$ cat config.mk
export PLATFORM = sky130hd
export DESIGN_NAME = srate_mode_detect
export DESIGN_NICKNAME = d
export VERILOG_FILES = /design/src/rtl/sr_pkg.sv /design/src/rtl/sr_ws_sync.sv /design/src/rtl/sr_period_cnt.sv /design/src/rtl/sr_classify.sv /design/src/rtl/srate_mode_detect.sv
export SDC_FILE = /design/constraint.sdc
export NUM_CORES = 1
export LEC_CHECK = 0
export CORE_MARGIN = 5
export CORE_UTILIZATION = 50
export CTS_CLUSTER_SIZE = 14
export DETAILED_ROUTE_END_ITERATION = 8
export DONT_BUFFER_PORTS = 1
export SYNTH_ARGS = -nofsm -noshare
export SYNTH_HDL_FRONTEND = slang
export SYNTH_HIERARCHICAL = 1
export SYNTH_SLANG_ARGS = --single-unit
$ cat constraint.sdc
create_clock -name clk_i -period 4.4 [get_ports clk_i]
set_clock_uncertainty 0.2 [all_clocks]
set_input_delay 1.32 -clock clk_i [delete_from_list [all_inputs] [get_ports clk_i]]
set_output_delay 1.32 -clock clk_i [all_outputs]
set_load 0.02 [all_outputs]
$ cat src/rtl/sr_pkg.sv
package sr_pkg;
  localparam int NUM_RATIOS = 7;
  localparam int RCODE_W    = 3;

  localparam logic [1:0] MODE_SINGLE = 2'b00;
  localparam logic [1:0] MODE_DOUBLE = 2'b01;
  localparam logic [1:0] MODE_QUAD   = 2'b10;

  // code 1..7 -> 128,192,256,384,512,768,1024
  function automatic int unsigned ratio_of(int unsigned code);
    int unsigned base;
    if (code == 0) return 0;
    base = 32'd128 << ((code - 1) / 2);
    if (code % 2 == 0) return base + base / 2;
    return base;
  endfunction
endpackage

$ cat src/rtl/sr_ws_sync.sv
module sr_ws_sync (
  input  logic clk_i,
  input  logic rst_ni,
  input  logic ws_i,
  output logic rise_o
);
  logic s1_q, s2_q, s3_q;

  always_ff @(posedge clk_i or negedge rst_ni) begin
    if (!rst_ni) begin
      s1_q <= 1'b0;
      s2_q <= 1'b0;
      s3_q <= 1'b0;
    end else begin
      s1_q <= ws_i;
      s2_q <= s1_q;
      s3_q <= s2_q;
    end
  end

  assign rise_o = s2_q & ~s3_q;
endmodule

$ cat src/rtl/sr_period_cnt.sv
module sr_period_cnt #(
  parameter int CNT_W = 11
) (
  input  logic             clk_i,
  input  logic             rst_ni,
  input  logic             rise_i,
  output logic             meas_vld_o,
  output logic [CNT_W-1:0] period_o,
  output logic             timeout_o
);
  localparam logic [CNT_W-1:0] CNT_MAX = {CNT_W{1'b1}};

  logic [CNT_W-1:0] cnt_q;
  logic             armed_q;

  assign meas_vld_o = rise_i & armed_q;
  assign period_o   = cnt_q + 1'b1;
  assign timeout_o  = ~rise_i & (cnt_q == CNT_MAX - 1'b1);

  always_ff @(posedge clk_i or negedge rst_ni) begin
    if (!rst_ni) begin
      cnt_q   <= '0;
      armed_q <= 1'b0;
    end else if (rise_i) begin
      cnt_q   <= '0;
      armed_q <= 1'b1;
    end else begin
      if (timeout_o) armed_q <= 1'b0;
      if (cnt_q != CNT_MAX) cnt_q <= cnt_q + 1'b1;
    end
  end
endmodule

$ cat src/rtl/sr_classify.sv
module sr_classify
  import sr_pkg::*;
#(
  parameter int CNT_W  = 11,
  parameter int FREQ_W = 16,
  parameter int TOL    = 2,
  parameter int SS_LO  = 30,
  parameter int SS_HI  = 54,
  parameter int DS_LO  = 84,
  parameter int DS_HI  = 108,
  parameter int QS_LO  = 170,
  parameter int QS_HI  = 216
) (
  input  logic [CNT_W-1:0]   period_i,
  input  logic [FREQ_W-1:0]  mclk_khz_i,
  output logic [RCODE_W-1:0] code_o,
  output logic [1:0]         mode_o,
  output logic               supported_o
);
  logic [31:0] per, mk;
  logic [NUM_RATIOS:1] hit, ss, ds, qs;

  assign per = 32'(period_i);
  assign mk  = 32'(mclk_khz_i);

  for (genvar g = 1; g <= NUM_RATIOS; g++) begin : g_ratio
    localparam int unsigned RG  = ratio_of(g);
    localparam bit          SSM = (RG >= 256);
    localparam bit          DSM = (RG <= 512);
    localparam bit          QSM = (RG <= 256);
    assign hit[g] = (per + 32'(TOL) >= 32'(RG)) && (per <= 32'(RG) + 32'(TOL));
    // implied rate mclk/R within [lo,hi]  <=>  lo*R <= mclk <= hi*R
    assign ss[g] = SSM && hit[g] && (mk >= 32'(SS_LO) * 32'(RG)) && (mk <= 32'(SS_HI) * 32'(RG));
    assign ds[g] = DSM && hit[g] && (mk >= 32'(DS_LO) * 32'(RG)) && (mk <= 32'(DS_HI) * 32'(RG));
    assign qs[g] = QSM && hit[g] && (mk >= 32'(QS_LO) * 32'(RG)) && (mk <= 32'(QS_HI) * 32'(RG));
  end

  always_comb begin
    code_o = '0;
    for (int g = NUM_RATIOS; g >= 1; g--) begin
      if (hit[g]) code_o = RCODE_W'(g);
    end
  end

  always_comb begin
    supported_o = |{ss, ds, qs};
    if (|qs)      mode_o = MODE_QUAD;
    else if (|ds) mode_o = MODE_DOUBLE;
    else          mode_o = MODE_SINGLE;
  end
endmodule

$ cat src/rtl/srate_mode_detect.sv
module srate_mode_detect
  import sr_pkg::*;
#(
  parameter int CNT_W     = 11,
  parameter int FREQ_W    = 16,
  parameter int TOL       = 2,
  parameter int LOCK_RUNS = 3
) (
  input  logic              clk_i,
  input  logic              rst_ni,
  input  logic              ws_i,
  input  logic [FREQ_W-1:0] mclk_khz_i,
  input  logic              deemph_req_i,
  output logic [1:0]        mode_o,
  output logic [2:0]        ratio_o,
  output logic              locked_o,
  output logic              unsup_o,
  output logic              deemph_o
);
  localparam int RUN_W = $clog2(LOCK_RUNS + 1);
  localparam logic [RUN_W-1:0] RUN_FULL = RUN_W'(LOCK_RUNS);

  logic               rise, meas_vld, timeout, supported;
  logic [CNT_W-1:0]   period;
  logic [RCODE_W-1:0] code;
  logic [1:0]         cls_mode;

  logic [1:0]         mode_q;
  logic [RCODE_W-1:0] ratio_q;
  logic               unsup_q;
  logic [RUN_W-1:0]   run_q;

  sr_ws_sync u_sync (
    .clk_i (clk_i),
    .rst_ni(rst_ni),
    .ws_i  (ws_i),
    .rise_o(rise)
  );

  sr_period_cnt #(.CNT_W(CNT_W)) u_cnt (
    .clk_i     (clk_i),
    .rst_ni    (rst_ni),
    .rise_i    (rise),
    .meas_vld_o(meas_vld),
    .period_o  (period),
    .timeout_o (timeout)
  );

  sr_classify #(.CNT_W(CNT_W), .FREQ_W(FREQ_W), .TOL(TOL)) u_cls (
    .period_i   (period),
    .mclk_khz_i (mclk_khz_i),
    .code_o     (code),
    .mode_o     (cls_mode),
    .supported_o(supported)
  );

  always_ff @(posedge clk_i or negedge rst_ni) begin
    if (!rst_ni) begin
      mode_q  <= MODE_SINGLE;
      ratio_q <= '0;
      unsup_q <= 1'b0;
      run_q   <= '0;
    end else if (meas_vld) begin
      ratio_q <= code;
      if (supported) begin
        mode_q  <= cls_mode;
        unsup_q <= 1'b0;
        if (run_q != '0 && code == ratio_q)
          run_q <= (run_q == RUN_FULL) ? RUN_FULL : run_q + 1'b1;
        else
          run_q <= RUN_W'(1);
      end else begin
        unsup_q <= 1'b1;  // mode held
        run_q   <= '0;
      end
    end else if (timeout) begin
      run_q <= '0;
    end
  end

  assign mode_o   = mode_q;
  assign ratio_o  = ratio_q;
  assign unsup_o  = unsup_q;
  assign locked_o = (run_q == RUN_FULL);
  assign deemph_o = deemph_req_i & locked_o & (mode_q == MODE_SINGLE);
endmodule

==> key figures, run 1 <==
Outcome
  – Outcome: completed

Hold path
  – Hold WC Path Type: register to register

Worst setup path
  – CP Depth: 12
  – Classification of the worst setup path: register to register
  – Cells along the critical path: ha_1 -> nand3_1 -> nor3_1 -> xor2_1 -> nand3b_1 -> a2111oi_0 -> a21oi_1 -> a21oi_1 -> a311o_1 -> or4_1 -> nand2_4 -> mux2_4
  – Internal reg-to-reg setup slack: 380 ps
  – CP Capture Type: register
  – Element type at the critical path start: register
  – Worst-path cell with the longest stage delay: or4_1
  – Critical path fanouts, max: 10
  – Data arrival time of the worst path: 3970 ps
  – Cell repeated most along the worst path: a21oi_1
  – Kind of cell adding the most delay to the critical path: simple AND/OR/NAND/NOR gates
  – Worst Path Required: 4350 ps
  – Launch point of the worst reg-to-reg path: u_cnt/cnt_q[1]
  – Worst setup endpoint: mode_o[1]
  – Reg2Reg Capture Point: mode_o[1]
  – Worst reg2reg path depth: 12
  – Source of the critical timing path: u_cnt/cnt_q[1]
  – Slowest Stage Delay on Critical Path: 540 ps
  – Worst Path Buf+Inv: 0

Clock tree
  – Number of gates given a new drive strength after cts: 0
  – Setup bufs post-CTS: 0
  – Clock-pin slew on the worst setup and hold paths: 80 ps
  – Longest Clk Path Bufs: 2
  – CTS Root Cell: clkbuf_8
  – Number of clock buffers inserted by TritonCTS: 3
  – Number of sinks handled by clock tree synthesis: 23
  – CTS H-tree depth: 1
  – Worst-skew pair later-pin latency: 260 ps
  – TritonCTS clock tree: done
  – Post-cts hold buffer count: 0

Pwr
  – Switching Power: 0.230 mW
  – Leakage Power: 0.928 nW
  – Reg power frac: 0.434
  – Switching share of power: 0.388
  – Worst VDD drop: 0.000225 V
  – Clock share of power: 0.214
  – Comb power frac: 0.352
  – Power per cell area: 257 nW/um2
  – Cell Int Power: 0.363 mW

Drt
  – Number of search-and-repair iterations in the first detailed-routing pass: 4
  – Vias per Instance: 6.50
  – Vias: 2055
  – Residual antenna-violating net count after detailed routing: 0
  – Number of violations reported at the end of detailed-routing iteration 0: 190
  – Final routed DRC violation total: 0
  – Final routed wirelength across all metal layers: 5390 um
  – Routed len/inst: 17.1 um

Logic synthesis
  – Number of synthesized register bits: 23
  – Most frequently used flop master after synthesis: dfrtp_1
  – Share of the yosys chip area belonging to registers: 0.252
  – Count of distinct cell types in the synthesized netlist: 73
  – Synth warn: 6
  – Cell area after synthesis: 2280 um2
  – Count of flip-flops with a built-in enable after synthesis: 0
  – Post-synthesis async set-or-reset flop share: 1.00
  – Post-synthesis instance total: 273
  – Post-Synthesis Mean Instance Area: 8.36 um2
  – Syn_nets: 298

Placed design
  – Count of buffers from port buffering: 0
  – Routability congestion estimate from global placement: 0.893
  – HPWL after DPL: 4140 um
  – Number of placed instances with taps included: 312

STA
  – Fmax: 248 MHz
  – Final number of setup-violating endpoints: 0
  – Least-Margin Pin Slew: 1020 ps
  – Final Max Slew Viols: 0
  – Final worst path period share: 0.915
  – Worst Hold Margin: 153 ps
  – Unrepaired setup endpoints after global routing: no
  – Max-slew headroom: 0.313
  – Clock period minus worst slack: 4020 ps
  – Setup Total Neg Slack: 0 ps
  – Number of failing hold endpoints at the final stage: 0

Die
  – Area of the die: 6020 um2
  – Initial cell density of the core: 0.521
  – Core region area: 4380 um2
  – Number of placement rows: 24
  – Y dimension of the die: 77.6 um
  – Ports placed on the boundary: 28
  – Width of the die: 77.6 um

GRT
  – Pin count of the biggest net entering global routing: 24
  – Number of antenna violations at the first check in global routing: 0
  – Wire length of the first global-routing pass: 9260 um
  – Total global-route track usage: 0.179
  – Remaining global-route overflow: 0
  – Number of global-route vias before repair: 1914

Layout
  – Finished Layout Cells: 316
  – Layout-stage area growth over the synthesis result: 0.986%
  – Layout net count: 290
  – Final core utilization: 0.526
  – Ratio of cells with drive above 1 in the final layout: 0.121
  – Antenna diode count: 0

Flow run
  – Max cap viols: 0
==> synth_stat cells, drive strengths merged, types with 4 or more instances <==
library cell / instances / area (um2)
and3: 4 / 26.3
nor4: 5 / 31.3
a21oi: 10 / 50.1
dfrtp: 23 / 576
nand3b: 4 / 30.0
a211oi: 4 / 30.0
a31oi: 7 / 43.8
nand3: 11 / 60.1
and2: 5 / 31.3
nand2: 19 / 78.8
xor2: 6 / 52.6
xnor2: 5 / 43.8
nor2: 20 / 87.6
nand2b: 7 / 43.8
o21ai: 20 / 104
or4: 8 / 63.8
o211ai: 4 / 30.0
or3: 6 / 42.5
inv: 17 / 63.8
buf: 11 / 81.3
ha: 5 / 62.6
nand4: 7 / 73.8
mux2: 6 / 78.8
nor3: 7 / 35.0
==> per-stage QoR <==
stage | area (um2) | total power [mW] | setup slack, ps
after global routing | 2310 | 0.639 | 10.5
after CTS | 2310 | 0.596 | 389
after detailed placement | 2260 | 0.464 | 431
final | 2310 | 0.593 | 376
after global placement | 2260 | 0.469 | 550
after floorplan | 2280 | 0.438 | 924
==> power by group through the flow <==
stage               Clock, mW  Sequential, mW  Combinational (mW)
finish                  0.127           0.257               0.209
global route            0.145           0.260               0.234
CTS                     0.134           0.256               0.206
detailed placement          0           0.260               0.204
global placement            0           0.260               0.210
floorplan                   0           0.246               0.192
==> final cells by class <==
type | count | area, um2
clock buffer | 3 | 41.3
multi-input combinational | 220 | 1560
sequential | 23 | 576
tap | 52 | 65.1
inverter | 17 | 63.8
fill | 425 | 2080
clock inverter | 1 | 5.00
==> how the worst min path moves through the flow <==
| stage | from | end | slack [ps] | cells past startpoint |
|---|---|---|---|---|
| 3_3_place_gp | u_sync/s1_q | u_sync/s2_q | 130 | 0 |
| 5_1_grt | u_sync/s1_q | u_sync/s2_q | 180 | 0 |
| 3_5_place_dp | u_sync/s1_q | u_sync/s2_q | 140 | 0 |
| 2_1_floorplan | u_sync/s1_q | u_sync/s2_q | 130 | 0 |
| 4_1_cts | u_sync/s1_q | u_sync/s2_q | 160 | 0 |
| 6_report | u_sync/s1_q | u_sync/s2_q | 150 | 0 |
==> placed cells by master, fill, tap and decap left out, drive strengths merged, types with 7 or more instances in the layout <==
cell type	n
or4	8
dfrtp	23
nand3	11
a21oi	10
o21ai	20
nand2b	7
nor3	7
nand4	7
a31oi	7
nand2	19
inv	17
nor2	20
==> cell families after synthesis <==
| kind of cell | synth area share |
|---|---|
| DFF | 0.252 |
| buffers and inverters | 0.0668 |
| and+or+nand+nor | 0.320 |
| AOI/OAI and AO/OA | 0.248 |
| adders and majority gates | 0.0274 |
| muxes | 0.0433 |
| xor gates and xnor gates | 0.0422 |
==> layer usage <==
metal / global-route usage / up-vias / wire [um]
li1: - / 1014 / -
met1: 0.260 / 978 / 2550
met2: 0.285 / 59 / 2550
met3: 0.0324 / 4 / 272
met4: 0.0206 / 0 / 23
met5: 0 / - / 0
==> sequential cells by signal (all words and copies together), names as in the netlist <==
name / count
u_cnt/cnt_q: 11
ratio_o: 3
mode_o: 2
run_q: 2
u_cnt/armed_q: 1
u_sync/s1_q: 1
u_sync/s2_q: 1
u_sync/s3_q: 1
unsup_o: 1
Power figures use the tool's default switching activity.
==> run 2: changes to the inputs <==
--- a/config.mk
+++ b/config.mk
@@ -10,6 +10,7 @@
 export CTS_CLUSTER_SIZE = 14
 export DETAILED_ROUTE_END_ITERATION = 8
 export DONT_BUFFER_PORTS = 1
+export MAX_ROUTING_LAYER = met4
 export SYNTH_ARGS = -nofsm -noshare
 export SYNTH_HDL_FRONTEND = slang
 export SYNTH_HIERARCHICAL = 1
==> run 2 against run 1 <==
Compared with the run above:
- first-iteration DRC count shrank 0.53%
- combinational power about the same
- worst hold slack about the same
- sequential power about the same
- total power about the same
- sequential share of layout area unchanged
- final cell count did not move
- global-route usage up 0.53 points
- via count up 1.0%
- non-clock buffer count unchanged
- critical path type unchanged
- critical endpoint unchanged
- largest power group unchanged
==> key figures, run 2 (synthesis results as in run 1) <==
Placed design
  – Count of buffers from port buffering: 0
  – Placed cell area: 2260 um2
  – HPWL after DPL: 4140 um
  – Routability congestion estimate from global placement: 0.908

Clock tree
  – Worst-skew pair later-pin latency: 260 ps
  – Clock-pin slew on the worst setup and hold paths: 80 ps
  – Number of clock buffers inserted by TritonCTS: 3
  – Number of sinks handled by clock tree synthesis: 23
  – CTS Root Cell: clkbuf_8
  – TritonCTS clock tree: done
  – Longest Clk Path Bufs: 2
  – Post-cts hold buffer count: 0
  – CTS H-tree depth: 1
  – Setup bufs post-CTS: 0
  – Number of gates given a new drive strength after cts: 0

STA
  – Max-slew headroom: 0.297
  – Number of failing hold endpoints at the final stage: 0
  – Fmax: 247 MHz
  – Clock period minus worst slack: 4040 ps
  – Final worst path period share: 0.919
  – Setup Total Neg Slack: 0 ps
  – Least-Margin Pin Slew: 1050 ps
  – Unrepaired setup endpoints after global routing: no
  – Final number of setup-violating endpoints: 0
  – Final Max Slew Viols: 0

GRT
  – Pin count of the biggest net entering global routing: 24
  – Number of antenna violations at the first check in global routing: 0
  – Total global-route track usage: 0.184
  – Wire length of the first global-routing pass: 9250 um
  – Remaining global-route overflow: 0
  – Number of global-route vias before repair: 1917

Hold path
  – Hold WC Path Type: register to register

Pwr
  – Leakage Power: 0.928 nW
  – Power per cell area: 257 nW/um2
  – Worst VDD drop: 0.000225 V

Drt
  – Final routed DRC violation total: 0
  – Routed len/inst: 17.1 um
  – Vias: 2076
  – Residual antenna-violating net count after detailed routing: 0
  – Vias per Instance: 6.57
  – Final routed wirelength across all metal layers: 5400 um
  – Number of search-and-repair iterations in the first detailed-routing pass: 4
  – Number of violations reported at the end of detailed-routing iteration 0: 189

Die
  – Y dimension of the die: 77.6 um
  – Number of placement rows: 24
  – Initial cell density of the core: 0.521
  – Core region area: 4380 um2
  – Width of the die: 77.6 um
  – Area of the die: 6020 um2
  – Ports placed on the boundary: 28

Layout
  – Layout-stage area growth over the synthesis result: 0.986%
  – Commonest non-fill, non-tap cells in the layout: 23 x dfrtp_1, 18 x nand2_1, 17 x nor2_1
  – Most flop-heavy register: u_cnt/cnt_q
  – Design area: 2310 um2
  – Most common library cell in the layout ignoring fill and taps: dfrtp_1
  – Antenna diode count: 0
  – Number of flip-flops under the largest register name: 11
  – Ratio of cells with drive above 1 in the final layout: 0.121
  – Layout net count: 290

Worst setup path
  – CP Capture Type: register
  – Worst setup endpoint: mode_o[1]
  – Critical path fanouts, max: 10
  – Internal reg-to-reg setup slack: 360 ps
  – Classification of the worst setup path: register to register
  – Element type at the critical path start: register
  – Data arrival time of the worst path: 3990 ps
  – Reg2Reg Capture Point: mode_o[1]
  – Worst reg2reg path depth: 12
  – Worst Path Required: 4350 ps
  – Launch point of the worst reg-to-reg path: u_cnt/cnt_q[1]
  – Source of the critical timing path: u_cnt/cnt_q[1]

Outcome
  – Outcome: completed

Flow run
  – Max cap viols: 0
run 2: cell counts in the layout (fill, tap and decap cells not counted):
Identical to the previous run, type by type.
run 2: per-layer routing:
layer  share of wire  vias up  GRT usage
met4          0.0067        0     0.0206
li1                -     1017          -
met2            0.46       71      0.285
met1            0.47      982      0.259
met5               0        -          -
met3           0.062        6     0.0324
run 2: critical path, cell delays in order, from the launching register on:
cell and delay, ps:
dfrtp_1 440, ha_1 400, nand3_1 190, nor3_1 270, xor2_1 520, nand3b_1 200, a2111oi_0 80, a21oi_1 340
a21oi_1 80, a311o_1 270, or4_1 540, nand2_4 120, mux2_4 290
run 2: area by class of cell:
type                    instances  area [um2]
multi-input cells             220        1560
clock inverters                 1        5.00
flip-flops and latches         23         576
well taps                      52        65.1
clock buffers                   3        41.3
inverters                      17        63.8
fillers                       425        2080
run 2: worst min-delay path by stage:
| stage | startpoint | to | slack, ps | depth (start not counted) |
|---|---|---|---|---|
| CTS | u_sync/s1_q | u_sync/s2_q | 160 | 0 |
| detailed placement | u_sync/s1_q | u_sync/s2_q | 140 | 0 |
| floorplan | u_sync/s1_q | u_sync/s2_q | 130 | 0 |
| global route | u_sync/s1_q | u_sync/s2_q | 180 | 0 |
| global placement | u_sync/s1_q | u_sync/s2_q | 130 | 0 |
| finish | u_sync/s1_q | u_sync/s2_q | 150 | 0 |
run 2: per-stage QoR:
stage	cells	power (mW)	hold WS [ps]	util	setup WS, ps
finish	316	0.593	153	0.526	355
floorplan	273	0.438	131	-	924
global placement	312	0.469	133	0.515	550
global route	316	0.639	176	0.526	10.5
CTS	316	0.596	157	0.526	389
detailed placement	312	0.464	139	0.515	431
run 2: power breakdown:
| group | internal (mW) | switching [mW] |
|---|---|---|
| Sequential | 0.226 | 0.0313 |
| Clock | 0.0631 | 0.0639 |
| Combinational | 0.0737 | 0.135 |
==> run 3: changes to the inputs <==
--- a/config.mk
+++ b/config.mk
@@ -11,6 +11,7 @@
 export DETAILED_ROUTE_END_ITERATION = 8
 export DONT_BUFFER_PORTS = 1
 export MAX_ROUTING_LAYER = met4
+export PLACE_DENSITY = 0.62
 export SYNTH_ARGS = -nofsm -noshare
 export SYNTH_HDL_FRONTEND = slang
 export SYNTH_HIERARCHICAL = 1
==> run 3 against run 2 <==
Compared with the run above:
- total power up 0.97%
- final cell count unchanged
- first-iteration DRC count grew 19%
- via count shrank 0.67%
- routed wire length grew 1.3%
- combinational power barely moved
- sequential power about the same
==> key figures, run 3 (synthesis results as in run 1) <==
Outcome
  – Outcome: completed

Clock tree
  – Clock-pin slew on the worst setup and hold paths: 80 ps
  – TritonCTS clock tree: done
  – CTS Root Cell: clkbuf_8
  – Number of sinks handled by clock tree synthesis: 23
  – Worst-skew pair later-pin latency: 270 ps
  – CTS H-tree depth: 1
  – Longest Clk Path Bufs: 2
  – Number of gates given a new drive strength after cts: 0
  – Post-cts hold buffer count: 0
  – Setup bufs post-CTS: 0
  – Number of clock buffers inserted by TritonCTS: 3

Worst setup path
  – Worst Path Required: 4350 ps
  – Worst-path cell with the longest stage delay: or4_1
  – Worst Path Buf+Inv: 0
  – Data arrival time of the worst path: 4020 ps
  – Cells along the critical path: ha_1 -> nand3_1 -> nor3_1 -> xor2_1 -> nand3b_1 -> a2111oi_0 -> a21oi_1 -> a21oi_1 -> a311o_1 -> or4_1 -> nand2_4 -> mux2_4
  – Slowest Stage Delay on Critical Path: 540 ps
  – Element type at the critical path start: register
  – Critical path fanouts, max: 10
  – Cell repeated most along the worst path: a21oi_1
  – Kind of cell adding the most delay to the critical path: simple AND/OR/NAND/NOR gates
  – Classification of the worst setup path: register to register
  – CP Capture Type: register

STA
  – Final worst path period share: 0.925
  – Clock period minus worst slack: 4070 ps
  – Unrepaired setup endpoints after global routing: no
  – Final number of setup-violating endpoints: 0
  – Setup Total Neg Slack: 0 ps
  – Max-slew headroom: 0.305
  – Fmax: 246 MHz
  – Least-Margin Pin Slew: 1030 ps
  – Number of failing hold endpoints at the final stage: 0
  – Final Max Slew Viols: 0

Drt
  – Routed len/inst: 17.3 um
  – Final routed wirelength across all metal layers: 5470 um
  – Highest signal layer in the routed design: met4
  – Number of violations reported at the end of detailed-routing iteration 0: 224
  – Met2 Routed Length: 2540 um
  – Final routed DRC violation total: 0
  – Vias per Instance: 6.53
  – Residual antenna-violating net count after detailed routing: 0
  – Vias: 2062
  – Met3 wire len: 313 um
  – Number of search-and-repair iterations in the first detailed-routing pass: 4
  – Routed length on met1: 2610 um

GRT
  – Wire length of the first global-routing pass: 9180 um
  – Total global-route track usage: 0.183
  – Number of antenna violations at the first check in global routing: 0
  – Pin count of the biggest net entering global routing: 24
  – Number of global-route vias before repair: 1901
  – Remaining global-route overflow: 0

Die
  – Ports placed on the boundary: 28
  – Core region area: 4380 um2
  – Initial cell density of the core: 0.521
  – Width of the die: 77.6 um
  – Area of the die: 6020 um2
  – Y dimension of the die: 77.6 um
  – Number of placement rows: 24

Layout
  – Final core utilization: 0.526
  – Layout-stage area growth over the synthesis result: 0.986%
  – Commonest non-fill, non-tap cells in the layout: 23 x dfrtp_1, 18 x nand2_1, 17 x nor2_1
  – Antenna diode count: 0
  – Number of flip-flops under the largest register name: 11
  – Ratio of cells with drive above 1 in the final layout: 0.121
  – Layout net count: 290
  – Most common library cell in the layout ignoring fill and taps: dfrtp_1
  – Most flop-heavy register: u_cnt/cnt_q
  – Number of fill cells in the layout: 394
  – Design area: 2310 um2

Pwr
  – Power Total: 0.599 mW
  – Leakage Power: 0.928 nW
  – Power per cell area: 260 nW/um2
  – Worst VDD drop: 0.000207 V

Placed design
  – Placed cell area: 2260 um2
  – HPWL after DPL: 4080 um
  – Routability congestion estimate from global placement: 0.941
  – Count of buffers from port buffering: 0

Flow run
  – Max cap viols: 0

Hold path
  – Hold WC Path Type: register to register
-- run 3: worst register-to-register path, stage by stage (launching register included) --
cell       delay [ps]
dfrtp_1           460
ha_1              410
nand3_1           180
nor3_1            270
xor2_1            520
nand3b_1          210
a2111oi_0          90
a21oi_1           330
a21oi_1            70
a311o_1           270
or4_1             540
nand2_4           120
mux2_4            300
-- run 3: per-stage QoR --
step           cells  hold WS, ps  worst slack, ps
2_1_floorplan    273          131              924
3_3_place_gp     312          133              568
3_5_place_dp     312          141              418
4_1_cts          316          160              382
5_1_grt          316          184              142
6_report         316          155              331
-- run 3: where the power goes --
group          internal [mW]  switching (mW)
Clock                 0.0632          0.0678
Combinational         0.0735           0.135
Sequential             0.226          0.0331
-- run 3: final cells by class --
type / count / area [um2] / share of cell area
flip-flops and latches: 23 / 576 / 0.250
multi-input cells: 220 / 1560 / 0.674
well taps: 52 / 65.1 / 0.0282
clock inverters: 1 / 5.00 / 0.00217
clock buffers: 3 / 41.3 / 0.0179
inverters: 17 / 63.8 / 0.0277
-- run 3: worst paths after layout --
kind,startpoint,endpoint,slack [ps],depth (start not counted)
max,u_cnt/cnt_q[1],mode_o[0],330,12
min,u_sync/s1_q,u_sync/s2_q,150,0
max reg2reg,u_cnt/cnt_q[1],mode_o[0],330,12
min reg2reg,u_sync/s1_q,u_sync/s2_q,150,0
max in group asynchronous,rst_ni,u_cnt/cnt_q[8],3390,0
min in group asynchronous,rst_ni,ratio_o[0],540,0
-- run 3: layer usage --
layer | up-vias | track usage
met3 | 2 | 0.0359
met4 | 0 | 0.0172
met2 | 63 | 0.277
li1 | 1025 | -
met1 | 972 | 0.262
met5 | - | -
